### src/rtl/edc_pkg.sv
package edc_pkg;

  // Rounds a pulse width in picoseconds to the nearest whole clock count (min 1).
  function automatic int ps_to_cycles(input int width_ps, input int period_ps);
    int n;
    n = (width_ps + period_ps / 2) / period_ps;
    return (n < 1) ? 1 : n;
  endfunction

  // Out-of-range test for the half-span mode.
  function automatic logic span_bad(input logic half, input logic code_msb);
    return half & code_msb;
  endfunction

endpackage

### src/rtl/edc_front.sv
module edc_front #(
  parameter int CODE_W = 10
) (
  input  logic              clk,
  input  logic              rst,
  input  logic              in_a,
  input  logic              in_b,
  input  logic              half_span,
  input  logic [CODE_W-1:0] code_i,
  output logic              launch_v,
  output logic [CODE_W-1:0] launch_code,
  output logic              range_err
);

  logic              ph;        // high on the edge that acts as a retiming sample
  logic              a_q, b_q;  // input levels at the previous sample
  logic              held_v;    // deferred B launch
  logic [CODE_W-1:0] held_code;
  logic              rise_a, rise_b;

  assign rise_a = ph & in_a & ~a_q;
  assign rise_b = ph & in_b & ~b_q;

  always_ff @(posedge clk) begin
    if (rst) begin
      ph          <= 1'b0;
      a_q         <= 1'b0;
      b_q         <= 1'b0;
      held_v      <= 1'b0;
      held_code   <= '0;
      launch_v    <= 1'b0;
      launch_code <= '0;
      range_err   <= 1'b0;
    end else begin
      ph        <= ~ph;
      launch_v  <= 1'b0;
      range_err <= 1'b0;
      if (ph) begin
        a_q <= in_a;
        b_q <= in_b;
        if (rise_a | rise_b) begin
          launch_v    <= 1'b1;
          launch_code <= code_i;
          range_err   <= edc_pkg::span_bad(half_span, code_i[CODE_W-1]);
        end
        held_v    <= rise_a & rise_b;
        held_code <= code_i;
      end else if (held_v) begin
        launch_v    <= 1'b1;
        launch_code <= held_code;
        range_err   <= edc_pkg::span_bad(half_span, held_code[CODE_W-1]);
        held_v      <= 1'b0;
      end
    end
  end

endmodule

### src/rtl/edc_coarse_line.sv
module edc_coarse_line #(
  parameter int COARSE_W = 3,
  parameter int FINE_W   = 7
) (
  input  logic                clk,
  input  logic                rst,
  input  logic                ins_v,
  input  logic [COARSE_W-1:0] ins_sel,
  input  logic [FINE_W-1:0]   ins_fine,
  output logic                out_v,
  output logic [FINE_W-1:0]   out_fine,
  output logic                coll_o
);

  localparam int NSTAGE = 1 << COARSE_W;

  logic [NSTAGE-1:0] st_v;
  logic [FINE_W-1:0] st_f  [NSTAGE];
  logic [NSTAGE-1:0] nxt_v;
  logic [FINE_W-1:0] nxt_f [NSTAGE];
  logic [NSTAGE-1:0] hit;

  for (genvar i = 0; i < NSTAGE; i++) begin : g_stage
    assign hit[i] = ins_v && (ins_sel == COARSE_W'(i));
    if (i == NSTAGE - 1) begin : g_last
      assign nxt_v[i] = 1'b0;
      assign nxt_f[i] = '0;
    end else begin : g_mid
      assign nxt_v[i] = st_v[i+1];
      assign nxt_f[i] = st_f[i+1];
    end
  end

  always_ff @(posedge clk) begin
    if (rst) begin
      st_v   <= '0;
      coll_o <= 1'b0;
      for (int i = 0; i < NSTAGE; i++) st_f[i] <= '0;
    end else begin
      coll_o <= |(hit & nxt_v);
      for (int i = 0; i < NSTAGE; i++) begin
        if (hit[i] && !nxt_v[i]) begin
          st_v[i] <= 1'b1;
          st_f[i] <= ins_fine;
        end else begin
          st_v[i] <= nxt_v[i];
          st_f[i] <= nxt_f[i];
        end
      end
    end
  end

  assign out_v    = st_v[0];
  assign out_fine = st_f[0];

endmodule

### src/rtl/edc_emit.sv
module edc_emit #(
  parameter int FINE_W    = 7,
  parameter int PULSE_CYC = 2,
  parameter int MIN_GAP   = 4
) (
  input  logic              clk,
  input  logic              rst,
  input  logic              ev_v,
  input  logic [FINE_W-1:0] ev_fine,
  output logic              pulse_o,
  output logic [FINE_W-1:0] fine_o,
  output logic              viol_o
);

  localparam int CW = $clog2(PULSE_CYC + 1);
  localparam int GW = $clog2(MIN_GAP + 1);

  logic [CW-1:0] cnt;
  logic [GW-1:0] gap;   // cycles since the last accepted emission, saturating

  always_ff @(posedge clk) begin
    if (rst) begin
      cnt    <= '0;
      gap    <= GW'(MIN_GAP);
      fine_o <= '0;
      viol_o <= 1'b0;
    end else begin
      viol_o <= 1'b0;
      if (cnt != '0) cnt <= cnt - CW'(1);
      if (gap < GW'(MIN_GAP)) gap <= gap + GW'(1);
      if (ev_v) begin
        if (gap >= GW'(MIN_GAP)) begin
          cnt    <= CW'(PULSE_CYC);
          gap    <= GW'(1);
          fine_o <= ev_fine;
        end else begin
          viol_o <= 1'b1;
        end
      end
    end
  end

  assign pulse_o = (cnt != '0);

endmodule

### src/rtl/edge_delay_channel.sv
module edge_delay_channel #(
  parameter int CODE_W       = 10,
  parameter int COARSE_W     = 3,
  parameter int PULSE_PS     = 2000,
  parameter int HS_PERIOD_PS = 1250,
  parameter int MIN_GAP      = 4
) (
  input  logic                         clk,
  input  logic                         rst,
  input  logic                         in_a,
  input  logic                         in_b,
  input  logic [CODE_W-1:0]            code_i,
  input  logic                         half_span,
  output logic                         pulse_o,
  output logic [CODE_W-COARSE_W-1:0]   fine_o,
  output logic                         refire_viol_o,
  output logic                         range_err_o
);

  localparam int FINE_W    = CODE_W - COARSE_W;
  localparam int PULSE_CYC = edc_pkg::ps_to_cycles(PULSE_PS, HS_PERIOD_PS);

  logic              launch_v;
  logic [CODE_W-1:0] launch_code;
  logic              line_v;
  logic [FINE_W-1:0] line_fine;
  logic              coll;
  logic              emit_viol;

  edc_front #(.CODE_W(CODE_W)) u_front (
    .clk         (clk),
    .rst         (rst),
    .in_a        (in_a),
    .in_b        (in_b),
    .half_span   (half_span),
    .code_i      (code_i),
    .launch_v    (launch_v),
    .launch_code (launch_code),
    .range_err   (range_err_o)
  );

  edc_coarse_line #(.COARSE_W(COARSE_W), .FINE_W(FINE_W)) u_line (
    .clk      (clk),
    .rst      (rst),
    .ins_v    (launch_v),
    .ins_sel  (launch_code[CODE_W-1 -: COARSE_W]),
    .ins_fine (launch_code[FINE_W-1:0]),
    .out_v    (line_v),
    .out_fine (line_fine),
    .coll_o   (coll)
  );

  edc_emit #(.FINE_W(FINE_W), .PULSE_CYC(PULSE_CYC), .MIN_GAP(MIN_GAP)) u_emit (
    .clk     (clk),
    .rst     (rst),
    .ev_v    (line_v),
    .ev_fine (line_fine),
    .pulse_o (pulse_o),
    .fine_o  (fine_o),
    .viol_o  (emit_viol)
  );

  assign refire_viol_o = emit_viol | coll;

endmodule

### config.mk
export PLATFORM = sky130hd
export DESIGN_NAME = edge_delay_channel
export DESIGN_NICKNAME = d
export VERILOG_FILES = /design/src/rtl/edc_pkg.sv /design/src/rtl/edc_front.sv /design/src/rtl/edc_coarse_line.sv /design/src/rtl/edc_emit.sv /design/src/rtl/edge_delay_channel.sv
export SDC_FILE = /design/constraint.sdc
export NUM_CORES = 1
export LEC_CHECK = 0
export CELL_PAD_IN_SITES_DETAIL_PLACEMENT = 1
export CELL_PAD_IN_SITES_GLOBAL_PLACEMENT = 2
export CORE_UTILIZATION = 25
export DETAILED_ROUTE_END_ITERATION = 8
export PLACE_DENSITY = 0.64
export SETUP_SLACK_MARGIN = 0.3
export SLEW_MARGIN = 0
export SYNTH_ARGS = -nofsm -noshare
export SYNTH_HDL_FRONTEND = slang
export SYNTH_SLANG_ARGS = --single-unit
### constraint.sdc
create_clock -name clk -period 2 [get_ports clk]
set_input_delay 0.2 -clock clk [delete_from_list [all_inputs] [get_ports clk]]
set_output_delay 0.2 -clock clk [all_outputs]
set_load 0.02 [all_outputs]
==> reports/qor.csv <==
stage;metric;value;unit
sta;hold_viol;0;
sta;rsz0062_at_grt;no;
drt;wl;10100;um
floorplanning;dieArea;0.0183;mm2
drt;viasPerCell;4.54;
worst_hold_path;hp-start;rst;
pwr;leakage;1.90;nW
drt;dr_wl_met2;5200;um
finish;final_cell_mix;a21oi_1, edfxtp_1, conb_1;
logic_synthesis;syn_avg_cell_area;10.6;um2
clock_tree;cts_max_level;3;
finish;area_delta_synth_final;22.9;%
drt;route.met3.wl;316;um
drt;first_pass_iters;4;
finish;layout-drive-gt1-share;7.86;%
worst_setup_path;crit_type;register to register;
logic_synthesis;ys.flop_type;edfxtp_1;
clock_tree;root_buffer;clkbuf_16;
sta;period_needed;1.63;ns
finish;nets;509;
pwr;power_density;832;mW/mm2
logic_synthesis;synth_area;0.00443;mm2
worst_setup_path;r2r_setup_slack;0.37;ns
worst_setup_path;end_kind;register;
clock_tree;numCtsBuffers;9;
logic_synthesis;ys_ff_latch;104;
drt;drc;0;
drt;drt_iter0_markers;130;
logic_synthesis;synth_edf_count;56;
placed_design;portBuffers;24;
global_route;grt_max_degree;39;
status;status;finished, final reports clean;
worst_setup_path;start_kind;register;
worst_hold_path;whs_path_depth;2;
worst_setup_path;rr_worst_depth;3;
logic_synthesis;synthTopCellsByArea;edfxtp_1, dfxtp_1, a21oi_1;
global_route;overflow;0;
drt;highest_layer;met4;
floorplanning;core-area;0.0173;mm2
worst_hold_path;hp-class;input port to register;
global_route;grt_pass1_wl;17000;um
worst_setup_path;reg2reg_from;u_front.launch_code[8];
global_route;grt_use_total;12.2;%
clock_tree;cts_tree;yes;
drt;antenna_left;0;
worst_setup_path;arrival;1.83;ns
floorplanning;fp.dieH;135;um
global_route;first_global_vias;3372;
logic_synthesis;ys_warn_count;0;
pwr;ir_drop;0.423;mV
sta;setup_viol;0;
sta;timing.fmax;612;MHz
logic_synthesis;yosysUniqueCellTypes;40;
worst_setup_path;critPathRequiredTime;2.20;ns
clock_tree;clk_pin_slew_worst_paths;0.07;ns
finish;antenna_cells;0;
placed_design;globalplace.congestion;0.671;
clock_tree;insertion_delay;0.35;ns
placed_design;hpwl;7210;um
floorplanning;rows;48;
finish;final_common_cell;a21oi_1;
floorplanning;dieWidth;135;um
sta;period_share;81.7;%
logic_synthesis;yosysTopAreaCellShare;38.0;%
job;maxCapViolations;0;
drt;wl_met1;4420;um
global_route;antenna_found_initial;0;
floorplanning;initial_core_util;25.6;%
sta;holdWs;0.212;ns
sta;final.setup.tns;0;ns
logic_synthesis;synth.largest_area_cell;edfxtp_1;
worst_setup_path;cp_max_fo;15;
clock_tree;clock_path_buffers;2;
floorplanning;io_pins;25;
drt;wire_per_inst;14.0;um
logic_synthesis;async_flop_share;0;%
clock_tree;cts_sinks;104;
sta;fin_skew;0.00667;ns
finish;fin_area;0.00545;mm2
clock_tree;holdBufCountCts;0;
logic_synthesis;syn_inst;418;
placed_design;place_area;0.00512;mm2
sta;slew_violations;0;
worst_setup_path;reg2reg_to;u_line.st_f[0][6];
worst_hold_path;hold_path_end;u_front.ph;
drt;via_count;3276;
logic_synthesis;yosysSeqAreaShare;59.6;%
-- logic make-up (layout without fill, tap and decap cells) --
logic type	Yosys count	in the layout	share of synthesized area [%]
AOI/OAI and AO/OA	125	125	15.9
adders and majority gates	3	3	0.847
buffers and inverters	50	72	4.52
DFF	104	104	59.6
muxes	14	14	3.45
other	1	56	0.0846
and+or+nand+nor	121	122	15.5
-- how the worst max path moves through the flow --
stage,depth (start not counted),start,slack (ns),end
floorplan,4,u_front.launch_code[7],0.45,u_line.st_f[0][4]
global placement,3,u_front.launch_code[8],0.35,u_line.st_f[0][2]
detailed placement,3,u_front.launch_v,0.26,u_line.st_f[0][6]
CTS,4,u_front.launch_code[7],0.29,u_line.st_f[3][5]
global route,3,u_front.launch_code[8],0.31,u_line.st_f[0][3]
finish,3,u_front.launch_code[8],0.37,u_line.st_f[0][6]
-- flip-flops by register name, summed over array words and instances (netlist names), 2 cells and up --
signal,count
u_emit.cnt,2
u_line.st_f,56
u_front.held_code,10
u_line.st_v,8
u_emit.gap,3
u_emit.fine_o,7
u_front.launch_code,10
-- repair_timing --
| item | CTS | global route |
|---|---|---|
| pin swaps | 1 | 0 |
| cloned | 1 | 0 |
| setup buffers | 0 | 2 |
| setup endpoints to repair | 9 | 23 |
| gates resized for setup | 6 | 4 |
-- critical path: stages, from the launching register on --
cell and delay, ns:
dfxtp_4 0.40, or4b_4 0.60, or3_1 0.33, a21oi_1 0.15
-- synth_stat cells, drive strengths merged (9+ instances only) --
| cell type | number |
|---|---|
| inv | 20 |
| a21oi | 60 |
| nand3 | 15 |
| a221oi | 9 |
| clkbuf | 24 |
| mux2i | 13 |
| or3 | 29 |
| nor2b | 9 |
| nand2 | 18 |
| dfxtp | 48 |
| nor2 | 18 |
| o21ai | 42 |
| edfxtp | 56 |
-- stage by stage --
| step | util, % | power [mW] | worst slack [ns] | std cells |
|---|---|---|---|---|
| floorplan | - | 2.69 | 0.449 | 473 |
| global placement | 29.6 | 2.81 | 0.353 | 702 |
| CTS | 31.4 | 4.62 | 0.288 | 719 |
| detailed placement | 29.6 | 2.83 | 0.257 | 702 |
| finish | 31.5 | 4.53 | 0.366 | 721 |
| global route | 31.5 | 4.74 | 0.314 | 721 |
-- layout make-up --
class / instances / area [um2]
well taps: 225 / 282
inverters: 20 / 75.1
clock inverters: 4 / 23.8
clock buffers: 12 / 268
repair buffers: 36 / 335
fillers: 2013 / 11900
flip-flops and latches: 104 / 2650
multi-input cells: 320 / 1810
-- per-layer routing --
metal	up-vias	global-route usage (%)
met4	0	4.31
li1	1621	-
met3	11	3.68
met2	30	21.8
met1	1614	13.7
met5	-	0
-- where the power goes --
group | leakage, nW | total [mW] | internal (mW) | switching (mW)
sequential | 0.968 | 2.44 | 2.37 | 0.0739
clock | 0.146 | 1.75 | 0.955 | 0.797
combinational | 0.789 | 0.339 | 0.143 | 0.196
Note: power is estimated with default switching activity, not from simulation.
